--- src/rtl/ir_key_pkg.sv ---
package ir_key_pkg;
  typedef enum logic [2:0] {
    ST_IDLE    = 3'd0,
    ST_PRELOAD = 3'd1,
    ST_USER    = 3'd2,
    ST_DATA    = 3'd3,
    ST_SEQ     = 3'd4
  } ir_state_e;

  localparam int A_CTRL     = 0;
  localparam int A_STAT     = 1;
  localparam int A_LEAD_LO  = 2;
  localparam int A_LEAD_HI  = 3;
  localparam int A_RPT      = 4;
  localparam int A_BIT_LO   = 5;
  localparam int A_BIT_ZERO = 6;
  localparam int A_BIT_ONE  = 7;
  localparam int A_VALID    = 8;
  localparam int A_KEY0     = 16;
endpackage

--- src/rtl/ir_edge_timer.sv ---
module ir_edge_timer #(
  parameter int TICK_DIV = 100,
  parameter int TW       = 16
) (
  input  logic          clk_i,
  input  logic          rst_ni,
  input  logic          ir_i,
  output logic          level_o,
  output logic          edge_o,
  output logic [TW-1:0] dur_o,
  output logic          sat_o
);
  localparam int DW = (TICK_DIV > 1) ? $clog2(TICK_DIV) : 1;

  logic s0_q, s1_q, prev_q;
  logic [DW-1:0] div_q;
  logic [TW-1:0] cnt_q;
  logic tick;

  assign tick    = (div_q == DW'(TICK_DIV - 1));
  assign edge_o  = s1_q ^ prev_q;
  assign level_o = s1_q;
  assign dur_o   = cnt_q;
  assign sat_o   = &cnt_q;

  always_ff @(posedge clk_i or negedge rst_ni) begin
    if (!rst_ni) begin
      s0_q   <= 1'b1;
      s1_q   <= 1'b1;
      prev_q <= 1'b1;
      div_q  <= '0;
      cnt_q  <= '0;
    end else begin
      s0_q   <= ir_i;
      s1_q   <= s0_q;
      prev_q <= s1_q;
      div_q  <= tick ? '0 : div_q + 1'b1;
      if (edge_o)               cnt_q <= '0;
      else if (tick && !sat_o)  cnt_q <= cnt_q + 1'b1;
    end
  end
endmodule

--- src/rtl/ir_frame_fsm.sv ---
module ir_frame_fsm
  import ir_key_pkg::*;
#(
  parameter int TW  = 16,
  parameter int NB  = 32,
  localparam int BCW = $clog2(NB) + 1
) (
  input  logic            clk_i,
  input  logic            rst_ni,
  input  logic            en_i,
  input  logic            level_i,
  input  logic            edge_i,
  input  logic [TW-1:0]   dur_i,
  input  logic            sat_i,
  input  logic [2*TW-1:0] win_lead_lo_i,
  input  logic [2*TW-1:0] win_lead_hi_i,
  input  logic [2*TW-1:0] win_rpt_i,
  input  logic [2*TW-1:0] win_bit_lo_i,
  input  logic [2*TW-1:0] win_zero_i,
  input  logic [2*TW-1:0] win_one_i,
  output ir_state_e       state_o,
  output logic [BCW-1:0]  bit_cnt_o,
  output logic [NB-1:0]   code_o,
  output logic            code_done_o,
  output logic            rpt_done_o
);
  localparam int HALF = NB / 2;

  function automatic logic in_win(input logic [TW-1:0] d, input logic [2*TW-1:0] w);
    return (d >= w[TW-1:0]) && (d <= w[2*TW-1:TW]);
  endfunction

  ir_state_e      state_q;
  logic           phase_q;  // 0: low part, 1: high part
  logic           rpt_q;
  logic [BCW-1:0] cnt_q;
  logic [NB-1:0]  sh_q;
  logic           zero_ok, one_ok, lo_ok;

  assign lo_ok   = in_win(dur_i, win_bit_lo_i);
  assign zero_ok = in_win(dur_i, win_zero_i);
  assign one_ok  = in_win(dur_i, win_one_i);

  always_ff @(posedge clk_i or negedge rst_ni) begin
    if (!rst_ni) begin
      state_q     <= ST_IDLE;
      phase_q     <= 1'b0;
      rpt_q       <= 1'b0;
      cnt_q       <= '0;
      sh_q        <= '0;
      code_done_o <= 1'b0;
      rpt_done_o  <= 1'b0;
    end else begin
      code_done_o <= 1'b0;
      rpt_done_o  <= 1'b0;
      if (!en_i) begin
        state_q <= ST_IDLE;
      end else if (state_q != ST_IDLE && sat_i && !edge_i) begin
        state_q <= ST_IDLE;
      end else if (edge_i) begin
        case (state_q)
          ST_IDLE: if (!level_i) begin
            state_q <= ST_PRELOAD;
            phase_q <= 1'b0;
            rpt_q   <= 1'b0;
          end
          ST_PRELOAD: begin
            if (!phase_q) begin
              if (in_win(dur_i, win_lead_lo_i)) phase_q <= 1'b1;
              else                              state_q <= ST_IDLE;
            end else if (in_win(dur_i, win_lead_hi_i)) begin
              state_q <= ST_USER;
              phase_q <= 1'b0;
              cnt_q   <= '0;
            end else if (in_win(dur_i, win_rpt_i)) begin
              state_q <= ST_SEQ;
              rpt_q   <= 1'b1;
            end else begin
              state_q <= ST_IDLE;
            end
          end
          ST_USER, ST_DATA: begin
            if (!phase_q) begin
              if (lo_ok) phase_q <= 1'b1;
              else       state_q <= ST_IDLE;
            end else if (zero_ok || one_ok) begin
              sh_q    <= {!zero_ok, sh_q[NB-1:1]};
              cnt_q   <= cnt_q + 1'b1;
              phase_q <= 1'b0;
              if (cnt_q == BCW'(HALF - 1)) state_q <= ST_DATA;
              if (cnt_q == BCW'(NB - 1))   state_q <= ST_SEQ;
            end else begin
              state_q <= ST_IDLE;
            end
          end
          ST_SEQ: begin
            if (lo_ok) begin
              if (rpt_q) rpt_done_o  <= 1'b1;
              else       code_done_o <= 1'b1;
            end
            state_q <= ST_IDLE;
          end
          default: state_q <= ST_IDLE;
        endcase
      end
    end
  end

  assign state_o   = state_q;
  assign bit_cnt_o = cnt_q;
  assign code_o    = sh_q;
endmodule

--- src/rtl/ir_key_table.sv ---
module ir_key_table #(
  parameter int NKEYS = 10,
  parameter int NB    = 32,
  localparam int IW   = (NKEYS > 1) ? $clog2(NKEYS) : 1
) (
  input  logic             clk_i,
  input  logic             rst_ni,
  input  logic             wr_i,
  input  logic [IW-1:0]    wr_idx_i,
  input  logic [NB-1:0]    wr_data_i,
  input  logic [NKEYS-1:0] valid_i,
  input  logic [NB-1:0]    code_i,
  output logic             hit_o
);
  logic [NKEYS-1:0] eq;

  for (genvar i = 0; i < NKEYS; i++) begin : g_key
    logic [NB-1:0] key_q;
    always_ff @(posedge clk_i or negedge rst_ni) begin
      if (!rst_ni)                             key_q <= '0;
      else if (wr_i && wr_idx_i == IW'(i))     key_q <= wr_data_i;
    end
    assign eq[i] = valid_i[i] && (key_q == code_i);
  end

  assign hit_o = |eq;
endmodule

--- src/rtl/ir_key_matcher.sv ---
module ir_key_matcher
  import ir_key_pkg::*;
#(
  parameter int TICK_DIV = 100,
  parameter int TW       = 16,
  parameter int NKEYS    = 10,
  parameter int AW       = 5
) (
  input  logic          clk_i,
  input  logic          rst_ni,
  input  logic          ir_i,
  input  logic          wr_en_i,
  input  logic [AW-1:0] wr_addr_i,
  input  logic [31:0]   wr_data_i,
  output logic [31:0]   cap_code_o,
  output logic          status_o,
  output logic          irq_o
);
  localparam int NB  = 32;
  localparam int BCW = $clog2(NB) + 1;
  localparam int IW  = (NKEYS > 1) ? $clog2(NKEYS) : 1;

  logic key_en, irq_en, status_q, last_match;
  logic [2*TW-1:0] w_lead_lo, w_lead_hi, w_rpt, w_bit_lo, w_zero, w_one;
  logic [NKEYS-1:0] valid_q;
  logic [NB-1:0] cap_q, code;
  logic level, edge_s, sat, code_done, rpt_done, hit, key_wr;
  logic [TW-1:0] dur;
  ir_state_e state;
  logic [BCW-1:0] bit_cnt;
  logic [AW-1:0] key_off;

  ir_edge_timer #(.TICK_DIV(TICK_DIV), .TW(TW)) u_timer (
    .clk_i, .rst_ni, .ir_i,
    .level_o(level), .edge_o(edge_s), .dur_o(dur), .sat_o(sat)
  );

  ir_frame_fsm #(.TW(TW), .NB(NB)) u_fsm (
    .clk_i, .rst_ni, .en_i(key_en),
    .level_i(level), .edge_i(edge_s), .dur_i(dur), .sat_i(sat),
    .win_lead_lo_i(w_lead_lo), .win_lead_hi_i(w_lead_hi), .win_rpt_i(w_rpt),
    .win_bit_lo_i(w_bit_lo), .win_zero_i(w_zero), .win_one_i(w_one),
    .state_o(state), .bit_cnt_o(bit_cnt), .code_o(code),
    .code_done_o(code_done), .rpt_done_o(rpt_done)
  );

  assign key_off = wr_addr_i - AW'(A_KEY0);
  assign key_wr  = wr_en_i && (wr_addr_i >= AW'(A_KEY0)) && (key_off < AW'(NKEYS));

  ir_key_table #(.NKEYS(NKEYS), .NB(NB)) u_table (
    .clk_i, .rst_ni, .wr_i(key_wr), .wr_idx_i(key_off[IW-1:0]),
    .wr_data_i(wr_data_i), .valid_i(valid_q), .code_i(code), .hit_o(hit)
  );

  // configuration; defaults assume one tick per microsecond
  always_ff @(posedge clk_i or negedge rst_ni) begin
    if (!rst_ni) begin
      key_en    <= 1'b0;
      irq_en    <= 1'b0;
      valid_q   <= '0;
      w_lead_lo <= {TW'(10000), TW'(8000)};
      w_lead_hi <= {TW'(5000),  TW'(4000)};
      w_rpt     <= {TW'(2500),  TW'(2000)};
      w_bit_lo  <= {TW'(730),   TW'(390)};
      w_zero    <= {TW'(730),   TW'(390)};
      w_one     <= {TW'(2000),  TW'(1300)};
    end else if (wr_en_i) begin
      case (wr_addr_i)
        AW'(A_CTRL):     {irq_en, key_en} <= wr_data_i[1:0];
        AW'(A_LEAD_LO):  w_lead_lo <= wr_data_i[2*TW-1:0];
        AW'(A_LEAD_HI):  w_lead_hi <= wr_data_i[2*TW-1:0];
        AW'(A_RPT):      w_rpt     <= wr_data_i[2*TW-1:0];
        AW'(A_BIT_LO):   w_bit_lo  <= wr_data_i[2*TW-1:0];
        AW'(A_BIT_ZERO): w_zero    <= wr_data_i[2*TW-1:0];
        AW'(A_BIT_ONE):  w_one     <= wr_data_i[2*TW-1:0];
        AW'(A_VALID):    valid_q   <= wr_data_i[NKEYS-1:0];
        default: ;
      endcase
    end
  end

  // status: set wins over write-1-to-clear
  always_ff @(posedge clk_i or negedge rst_ni) begin
    if (!rst_ni) begin
      status_q   <= 1'b0;
      last_match <= 1'b0;
      cap_q      <= '0;
    end else begin
      if ((code_done && hit) || (rpt_done && last_match))
        status_q <= 1'b1;
      else if (wr_en_i && wr_addr_i == AW'(A_STAT) && wr_data_i[0])
        status_q <= 1'b0;
      if (code_done) begin
        last_match <= hit;
        cap_q      <= code;
      end
    end
  end

  assign status_o   = status_q;
  assign irq_o      = status_q & irq_en;
  assign cap_code_o = cap_q;
endmodule

--- config.mk ---
export PLATFORM = sky130hd
export DESIGN_NAME = ir_key_matcher
export DESIGN_NICKNAME = d
export VERILOG_FILES = /design/src/rtl/ir_key_pkg.sv /design/src/rtl/ir_edge_timer.sv /design/src/rtl/ir_frame_fsm.sv /design/src/rtl/ir_key_table.sv /design/src/rtl/ir_key_matcher.sv
export SDC_FILE = /design/constraint.sdc
export NUM_CORES = 1
export LEC_CHECK = 0
export CAP_MARGIN = 20
export CORE_MARGIN = 3
export CORE_UTILIZATION = 50
export CTS_BUF_LIST = sky130_fd_sc_hd__clkbuf_4 sky130_fd_sc_hd__clkbuf_8 sky130_fd_sc_hd__clkbuf_16
export DETAILED_ROUTE_END_ITERATION = 10
export DONT_BUFFER_PORTS = 1
export PLACE_DENSITY = 0.68
export REMOVE_ABC_BUFFERS = 1
export SETUP_SLACK_MARGIN = 0.4
export SYNTH_ARGS = -nofsm -noshare
export SYNTH_HDL_FRONTEND = slang
export SYNTH_HIERARCHICAL = 1
export SYNTH_SLANG_ARGS = --single-unit
--- constraint.sdc ---
create_clock -name clk_i -period 2.34 [get_ports clk_i]
set_input_delay 0 -clock clk_i [delete_from_list [all_inputs] [get_ports clk_i]]
set_output_delay 0 -clock clk_i [all_outputs]
set_load 0.05 [all_outputs]
# Word level (Yosys, flattened, before mapping)
# Index checks and enable logic that the tools add are counted.
[word_totals]
wordCells = 214
input_bits = 41
ff_bits = 629
[op_classes]
n_addsub = 4
order_cmp = 14
bitwise_logic = 3
mux = 48
n_eq_ne = 46
reduce_logical = 65
[op_table]
columns = ["operator", "count"]
rows = [
  ["$eq A32 B32 Y1", 10],
  ["$ge A16 B16 Y1", 6],
  ["$le A16 B16 Y1", 6],
  ["$mux W3", 13],
  ["$logic_and A1 B1 Y1", 35],
  ["$mux W16", 2],
  ["$mux W1", 24],
  ["$mux W6", 4],
  ["$eq A5 B3 Y1 const B", 4],
  ["$add A16 B1 Y16 const B", 1],
  ["$eq A4 B3 Y1 const B", 4],
  ["$reduce_and A16 Y1", 1],
  ["$reduce_and A2 Y1", 8],
  ["$reduce_and A8 Y1", 2],
  ["$pmux W6 S2", 1],
  ["$eq A5 B2 Y1 const B", 2],
  ["$ne A2 B1 Y1 const B", 5],
  ["$reduce_and A5 Y1", 2],
  ["$reduce_or A10 Y1", 1],
  ["$pmux W3 S3", 1],
  ["$eq A4 B2 Y1 const B", 2],
  ["$eq A4 B4 Y1 const B", 2],
  ["$reduce_bool A2 Y1", 4],
  ["$add A7 B1 Y7 const B", 1],
  ["other kinds (33)", 39],
]

# Logic depth before layout (Yosys ltp)
# Gate-level depths: netlist of run 1.
[depth]
word_depth = 9
ltp_mapped = 12
ltp_nobuf = 10

# Hierarchy
# The synthesis of run 1 kept the hierarchy.
[by_module_without_submodules]
columns = ["mod", "cells_per_inst", "n_inst", "area_per_inst_um2", "seq_area_each_um2"]
rows = [
  ["ir_key_table", 1192, 1, 15827.7, 8007.7],
  ["ir_key_matcher", 520, 1, 9141.3, 6034.5],
  ["ir_frame_fsm", 811, 1, 6660.1, 1126.1],
  ["ir_edge_timer", 139, 1, 1348.8, 654.4],
]

# Worst setup path before layout of run 1
# Ideal clock, no wire load.
[synth_timing]
path_kind = "flip-flop to flip-flop"
startpoint = "register u_timer.cnt_q[9], in the netlist u_timer/dur_o[9]"
endpoint = "register u_fsm.sh_q[7], in the netlist u_fsm/code_o[7]"
required_time_ns = 2.215
arrival_time_ns = 2.406
slack_ns = -0.191
n_path_buf = 2
setup_time_ns = 0.125
path_stages_with_launch = 10
cell_sequence = "dfrtp_1 -> ha_1 -> nand4_1 -> nor4_1 -> or3_1 -> o221a_2 -> o21ba_2 -> buf_6 -> buf_6 -> mux2_4"
[synth_between]
elab_chain_cells = 5
elab_cells_between_ends = 12
cone_classes = "order compare (4); bitwise (1); reduce/logical (7)"
[synth_lines]
columns = ["item", "line_no", "rtl"]
rows = [
  ["start, declared", "ir_edge_timer.sv:17", "logic [TW-1:0] cnt_q;"],
  ["start signal, assigned", "ir_edge_timer.sv:39", "else if (tick && !sat_o) cnt_q <= cnt_q + 1'b1;"],
  ["branches (longest 4 deep; another with $ge A16 B16 Y1)", "-", ""],
  ["$reduce_and A6 Y1 (no source line) (*)", "-", ""],
  ["end signal, assigned", "ir_frame_fsm.sv:87", "sh_q <= {!zero_ok, sh_q[NB-1:1]};"],
  ["end, declared", "ir_frame_fsm.sv:37", "logic [NB-1:0] sh_q;"],
]
# Every way passes the cells marked *.
# A chain may end at the register's enable or synchronous reset.

# Worst setup path in the final report of run 1
[layout_timing]
startpoint = "register u_timer.cnt_q[12], in the netlist u_timer/dur_o[12]"
endpoint = "register u_fsm.cnt_q[5], in the netlist u_fsm/bit_cnt_o[5]"
[layout_between]
elab_chain_cells = 5
elab_cells_between_ends = 17
cone_classes = "order compare (6); eq/ne (2); bitwise (1); reduce/logical (8)"
[layout_lines]
columns = ["item", "line_no", "rtl"]
rows = [
  ["$ge A16 B16 Y1 (tied with other cells)", "ir_frame_fsm.sv:30", "return (d >= w[TW-1:0]) && (d <= w[2*TW-1:TW]);"],
  ["$logic_and A1 B1 Y1 (on tied branches)", "ir_frame_fsm.sv:30, ir_frame_fsm.sv:58", ""],
  ["$logic_or A1 B1 Y1 / $logic_and A1 B1 Y1 (equally long branches)", "ir_frame_fsm.sv:86, ir_frame_fsm.sv:58", ""],
  ["$ne A2 B1 Y1 (no source line) / $not A1 Y1 (equally long branches)", "-", ""],
  ["$reduce_and A8 Y1 (no source line) (*)", "-", ""],
  ["end signal, assigned", "ir_frame_fsm.sv:88", "cnt_q <= cnt_q + 1'b1;"],
  ["end, declared", "ir_frame_fsm.sv:36", "logic [BCW-1:0] cnt_q;"],
]
# Mark *: on every way between the ends. The rest lies on a longest branch, timed or not.

==> results.toml, run 1 <==
[timing]
worstMarginPinSlew_ps = 3130
tns_ps = -19570
clock.fmax_mhz = 353
setup_viol = 47
fin_crit_sh_pct = 121
period_minus_slack_ps = 2830
finClkSkew_ps = 26.5
report.final.slew_viol_count = 483
max_slew_margin_pct = -109
whs_ps = -920
finalHoldViolCount = 601
setup_slack_ps = -491
rsz0062_at_grt = "true"

[clock_network]
clock_latency_ps = 630
h-tree-depth = 3
hold_buffers = 80
clock-sinks = 629
cts_root_buf = "clkbuf_16"
cts_buffers = 70
cts_tree = "built"
clk_pin_slew_worst_paths_ps = 60
clockBufferDepth = 3

[final_layout]
areaGrowthSynthToFinish_pct = 27.1
nets = 3284
drive_gt1_share_pct = 44.0
layout_common_cells = "dfrtp_1 (533), mux2_2 (494), buf_4 (265), xor2_1 (204), inv_1 (189)"
layout_commonest_cell = "dfrtp_1"

[setup_path]
cp_slowest_cell = "dfrtp_1"
slowest_delay_ps = 430
worst-setup-path-type = "reg2reg"
cp.required_ps = 2890
cp_max_fo = 7
cp.arrival_ps = 3380
reg2regPathDepth = 11
worstSetupStartpointType = "register"
cp_cell_sequence = "buf_6, ha_1, nand4_1, buf_6, or3_1, o221a_4, o21ba_4, buf_12, buf_8, a41o_4, a31oi_2"
endpoint_kind = "register"
worst_path_most_repeated_cell = "buf_6"

[detailed_routing]
vias_per_cell = 5.89
wl_mm = 106
via_count = 23400
first_pass_iters = 5
drtIter0Drc = 1878
ant_nets = 0
drc_errors = 0
wl_per_cell_um = 26.7

[power_and_ir_drop]
p_switching_w = 0.00860
cellLeakagePower_nw = 20.2
switching_share_pct = 27.8
power_density_nw_per_um2 = 738
pwr-share-comb_pct = 18.8
pwr-share-clk_pct = 37.1
ir_worst_vdd_mv = 0.572
seq_power_share_pct = 44.1
p_int_w = 0.0223

[synthesis]
ys_warn_count = 6
yosysSeqAreaShare_pct = 48.0
synth-seq-cells = 629
synthCells = 2662
async_flop_share_pct = 100
synth_cell_type_count = 73
avgSynthCellArea_sq_um = 12.4
syn_area_sq_um = 33000
ys.flop_type = "dfrtp_1"
synth_edf_count = 0

[global_route]
grt_pass1_vias = 24500
grt_max_degree = 630
grt_usage_pct = 30.0
antenna_found_initial = 15
grt_pass1_wl_mm = 156
overflow = 0

[floorplan]
dieArea_sq_um = 69100
io_pins = 75
rows = 93
initial_core_util_pct = 50.9
die_x_um = 263
die_h_um = 263
coreArea_sq_um = 64800

[placed_design]
dp_hpwl_mm = 67.4
portBuffers = 0
gp_congestion = 0.917

[worst_hold_path]
hold_class = "in2async"

[job]
cap_violations = 0

[status]
failed_checks = "negative hold slack, max-slew violations, negative setup slack"
status = "finished, violations left"
stage by stage:
| stage | worst slack [ps] | std cells | power (W) | util (%) | cell area (sq um) |
|---|---|---|---|---|---|
| detailed placement | -824 | 3675 | 0.0184 | 55.2 | 35800 |
| finish | -491 | 3967 | 0.0309 | 64.7 | 41900 |
| global placement | -744 | 3675 | 0.0181 | 55.2 | 35800 |
| global route | -536 | 3961 | 0.0322 | 64.6 | 41900 |
| CTS | -450 | 3934 | 0.0308 | 63.2 | 41000 |
| floorplan | -1760 | 2531 | 0.0168 | - | 32100 |
final cells by class:
| type | instances | area [sq um] |
|---|---|---|
| inverters | 194 | 733 |
| multi-input cells | 1708 | 17200 |
| clock buffers | 99 | 2060 |
| fillers | 4788 | 22900 |
| clock inverters | 31 | 369 |
| well taps | 855 | 1070 |
| flip-flops and latches | 629 | 15900 |
| repair buffers | 445 | 4550 |
| diodes | 6 | 15.0 |
power groups by stage:
stage / combinational, W / sequential [W] / clock [W]
final: 0.00581 / 0.0136 / 0.0115
after global routing: 0.00626 / 0.0138 / 0.0121
after CTS: 0.00554 / 0.0136 / 0.0116
after detailed placement: 0.00461 / 0.0138 / 0
after global placement: 0.00445 / 0.0137 / 0
after floorplan: 0.00332 / 0.0135 / 0
Yosys cell counts (all sizes together) (10+ instances only):
cell    instances  area share (%)
a21o           10            0.23
nor4           60             1.1
dfstp          66             5.3
a31oi          11            0.21
xor2          215             5.7
nor2b          13            0.25
clkbuf         20            0.23
nand4          71             1.3
nor2           43            0.49
inv           193             2.2
buf           111             2.3
nand2          62            0.73
mux2          588              20
dfrtp         563              43
o21ai          33            0.50
a211oi         19            0.43
nor3           27            0.41
o211ai         14            0.32
a21oi          75             1.1
xnor2         110             2.9
nand3          48            0.73
ha            195             7.4
worst max-delay path: cells and delay by family (launching register included):
family | cells | cell delay [ps]
adder cells (fa/ha/maj) | 1 | 280
AO/OA/AOI/OAI | 4 | 960
buffers and inverters | 4 | 600
AND/OR/NAND/NOR | 2 | 480
flip-flops | 1 | 430
final timing paths:
path                                        start                   endpoint  slack (ps)
min in group clk_i                   wr_addr_i[1]  u_table/g_key[6].key_q[6]          30
max in group asynchronous                  rst_ni           u_fsm/code_o[19]         630
worst max-delay path            u_timer/dur_o[12]         u_fsm/bit_cnt_o[5]        -490
worst min-delay path                       rst_ni                  w_rpt[19]        -920
worst max register to register  u_timer/dur_o[12]         u_fsm/bit_cnt_o[5]        -490
worst min register to register       u_timer/s0_q            u_timer/level_o         380
kinds of logic (layout without fill, tap and decap cells):
logic type               count (synthesis)  count (layout)  synth area share [%]
multiplexers                           590             590                  20.5
XOR/XNOR                               325             325                  8.63
AO/OA/AOI/OAI                          215             215                  4.23
flip-flops                             629             629                  48.0
adder cells (fa/ha/maj)                195             195                  7.40
AND/OR/NAND/NOR                        383             383                  6.46
buffers and inverters                  325             769                  4.78
other                                    0               6                     0
routing by layer:
metal / vias to the layer above / GRT usage (%) / part of all wire (%)
met5: - / 0 / 0.043
met4: 6 / 15.1 / 5.8
met1: 12100 / 38.8 / 41
met2: 859 / 49.1 / 47
met3: 282 / 4.52 / 6.2
li1: 10200 / - / -
registers in the layout, summed over array words and instances (netlist names), 32 cells and up:
register	count
u_table/g_key.key_q	320
cap_code_o	32
u_fsm/code_o	32
w_bit_lo	32
w_lead_hi	32
w_lead_lo	32
w_one	32
w_rpt	32
w_zero	32
timing repair:
action,4_1_cts,5_1_grt
setup endpoints to repair,63,113
resized for setup,235,127
pin swaps,67,79
endpoints found under the hold margin,1155,629
setup buffers,48,24
gates cloned,1,2
(Power assumes the default switching activity.)
==> run 2: changes to the inputs <==
--- a/config.mk
+++ b/config.mk
@@ -5,10 +5,12 @@
 export SDC_FILE = /design/constraint.sdc
 export NUM_CORES = 1
 export LEC_CHECK = 0
+export ABC_AREA = 1
 export CAP_MARGIN = 20
+export CORE_ASPECT_RATIO = 0.8
 export CORE_MARGIN = 3
 export CORE_UTILIZATION = 50
-export CTS_BUF_LIST = sky130_fd_sc_hd__clkbuf_4 sky130_fd_sc_hd__clkbuf_8 sky130_fd_sc_hd__clkbuf_16
+export CTS_BUF_LIST = sky130_fd_sc_hd__clkbuf_8
 export DETAILED_ROUTE_END_ITERATION = 10
 export DONT_BUFFER_PORTS = 1
 export PLACE_DENSITY = 0.68
==> results.toml, run 2 <==
[synthesis]
synth_most_common_cell = "nand2_1"
synth-seq-cells = 629
avgSynthCellArea_sq_um = 7.85
synth_cell_type_count = 48
synth_commonest_cells = "nand2_1 (1473), dfrtp_1 (563), inv_1 (515)"
async_flop_share_pct = 100
synthCells = 4414
synth_top_area_cell = "dfrtp_1"
synth_edf_count = 0
synth_top_area_share_pct = 40.7
yosys-top-cells-area = "dfrtp_1 (41%), nand2_1 (16%), ha_1 (7.0%)"
ys.flop_type = "dfrtp_1"
ys_warn_count = 6
yosysSeqAreaShare_pct = 45.7
syn_area_sq_um = 34700

[clock_network]
h-tree-depth = 3
clk_pin_slew_worst_paths_ps = 60
clock_latency_ps = 750
clockBufferDepth = 3
cts_root_buf = "clkbuf_8"
clock-sinks = 629
hold_buffers = 55
cts_buffers = 104
cts_tree = "built"

[worst_hold_path]
hold_class = "in2async"

[global_route]
grt_pass1_wl_mm = 184
grt_usage_pct = 33.7
overflow = 0
grt_pass1_vias = 29300
antenna_found_initial = 8
grt_max_degree = 630

[placed_design]
gp_congestion = 0.986
dp_hpwl_mm = 83.1
portBuffers = 0
dp_cells = 5377

[detailed_routing]
vias_per_cell = 5.58
drtIter0Drc = 4354
via_count = 31800
wl_mm = 124
wl_per_cell_um = 21.7
first_pass_iters = 7
drc_errors = 0
ant_nets = 0

[timing]
fin_crit_sh_pct = 102
finalHoldViolCount = 629
period_minus_slack_ps = 2400
clock.fmax_mhz = 417
setup_slack_ps = -58.1
whs_ps = -1010
setup_viol = 35
tns_ps = -1150
report.final.slew_viol_count = 21
rsz0062_at_grt = "true"
finClkSkew_ps = 32.0
max_slew_margin_pct = -0.602
worstMarginPinSlew_ps = 1510

[setup_path]
reg2regPathDepth = 12
cp_max_fo = 8
cp.arrival_ps = 3020
worst-setup-path-type = "reg2reg"
cp.required_ps = 2960
endpoint_kind = "register"
worstSetupStartpointType = "register"

[power_and_ir_drop]
switching_share_pct = 32.7
pwr-share-comb_pct = 21.1
p_switching_w = 0.00995
power_density_nw_per_um2 = 733
cellLeakagePower_nw = 21.0
p_int_w = 0.0204
pwr-share-clk_pct = 33.5
ir_worst_vdd_mv = 0.396
seq_power_share_pct = 45.4

[final_layout]
multiInputGateArea_sq_um = 16800
layout_commonest_cell = "nand2_1"
layout.cells.non_filler = 5707
largest_register_ffs = 320
nets = 4935
layout_common_cells = "nand2_1 (1409), inv_1 (535), dfrtp_1 (531), o21ai_0 (390), nand3_1 (271)"
areaGrowthSynthToFinish_pct = 19.7
regArea_sq_um = 15900
drive_gt1_share_pct = 18.4
num-fill-cells = 5958
top_register = "u_table/g_key.key_q"

[floorplan]
rows = 85
io_pins = 75
die_x_um = 300
initial_core_util_pct = 51.0
coreArea_sq_um = 68000
die_h_um = 241
dieArea_sq_um = 72500

[status]
failed_checks = "negative hold slack, max-slew violations, negative setup slack"
status = "finished, violations left"

[job]
cap_violations = 0
run 2: area by class of cell:
type | count | share of cell area, %
multi-input cells | 3075 | 40.6
repair buffers | 356 | 8.08
flip-flops and latches | 629 | 38.3
clock buffers | 135 | 4.48
diodes | 7 | 0.0422
inverters | 533 | 4.98
well taps | 913 | 2.75
clock inverters | 59 | 0.782
run 2: final timing paths:
path                             startpoint                    endpoint  slack (ps)
max in group asynchronous            rst_ni            u_timer/dur_o[1]        2080
max reg2reg                u_timer/dur_o[8]             u_fsm/code_o[1]         -60
max                        u_timer/dur_o[8]             u_fsm/code_o[1]         -60
min reg2reg                    u_timer/s0_q             u_timer/level_o         360
min in group clk_i             wr_addr_i[2]  u_table/g_key[9].key_q[28]          60
min                                  rst_ni              cap_code_o[16]       -1010
run 2: critical path, cell delays in order (launching register included):
cell,delay (ps)
dfrtp_2,500
buf_12,170
ha_4,260
nand2_4,50
nor4_4,380
nand2_1,120
nand3_2,100
nand2_4,80
nand2_8,110
nand2_8,160
buf_12,230
nor2_4,80
a21oi_2,30
run 2: power groups by stage:
| stage | sequential [W] | clock (W) | combinational, W |
|---|---|---|---|
| after CTS | 0.0137 | 0.0103 | 0.00594 |
| final | 0.0138 | 0.0102 | 0.00641 |
| after global routing | 0.0140 | 0.0108 | 0.00713 |
| after floorplan | 0.0136 | 0 | 0.00383 |
| after global placement | 0.0139 | 0 | 0.00538 |
| after detailed placement | 0.0139 | 0 | 0.00553 |
run 2: kinds of logic after synthesis:
family          Yosys count  synth area share [%]
compound gates          622                  9.63
xor+xnor                112                  2.83
fa+ha+maj               195                  7.04
buf+inv                 713                  8.65
flops                   629                  45.7
mux                      32                  1.04
simple gates           2111                  25.1
run 2: repair_timing:
action | 4_1_cts | 5_1_grt
resized for setup | 130 | 183
cloned | 5 | 1
hold endpoints to repair | 1155 | 629
buffers inserted | 24 | 44
pin swaps | 25 | 63
endpoints found under the setup margin | 62 | 88
run 2: through the flow:
stage	area, sq um	util (%)	setup slack, ps	total power [W]
after floorplan	33700	-	-511	0.0174
after global placement	36800	54.2	-101	0.0192
after detailed placement	36800	54.2	-135	0.0194
after CTS	40400	59.4	18.7	0.0300
after global routing	41500	61.0	-167	0.0319
final	41500	61.0	-58.1	0.0304
run 2: metal layers:
layer / share of wire [%] / global-route usage [%] / up-vias / wire length [um]
met5: 0.021 / 0 / - / 26
li1: - / - / 14600 / -
met4: 2.7 / 9.20 / 4 / 3410
met3: 15 / 12.3 / 225 / 18400
met2: 39 / 44.6 / 1792 / 47900
met1: 44 / 51.1 / 15200 / 54400
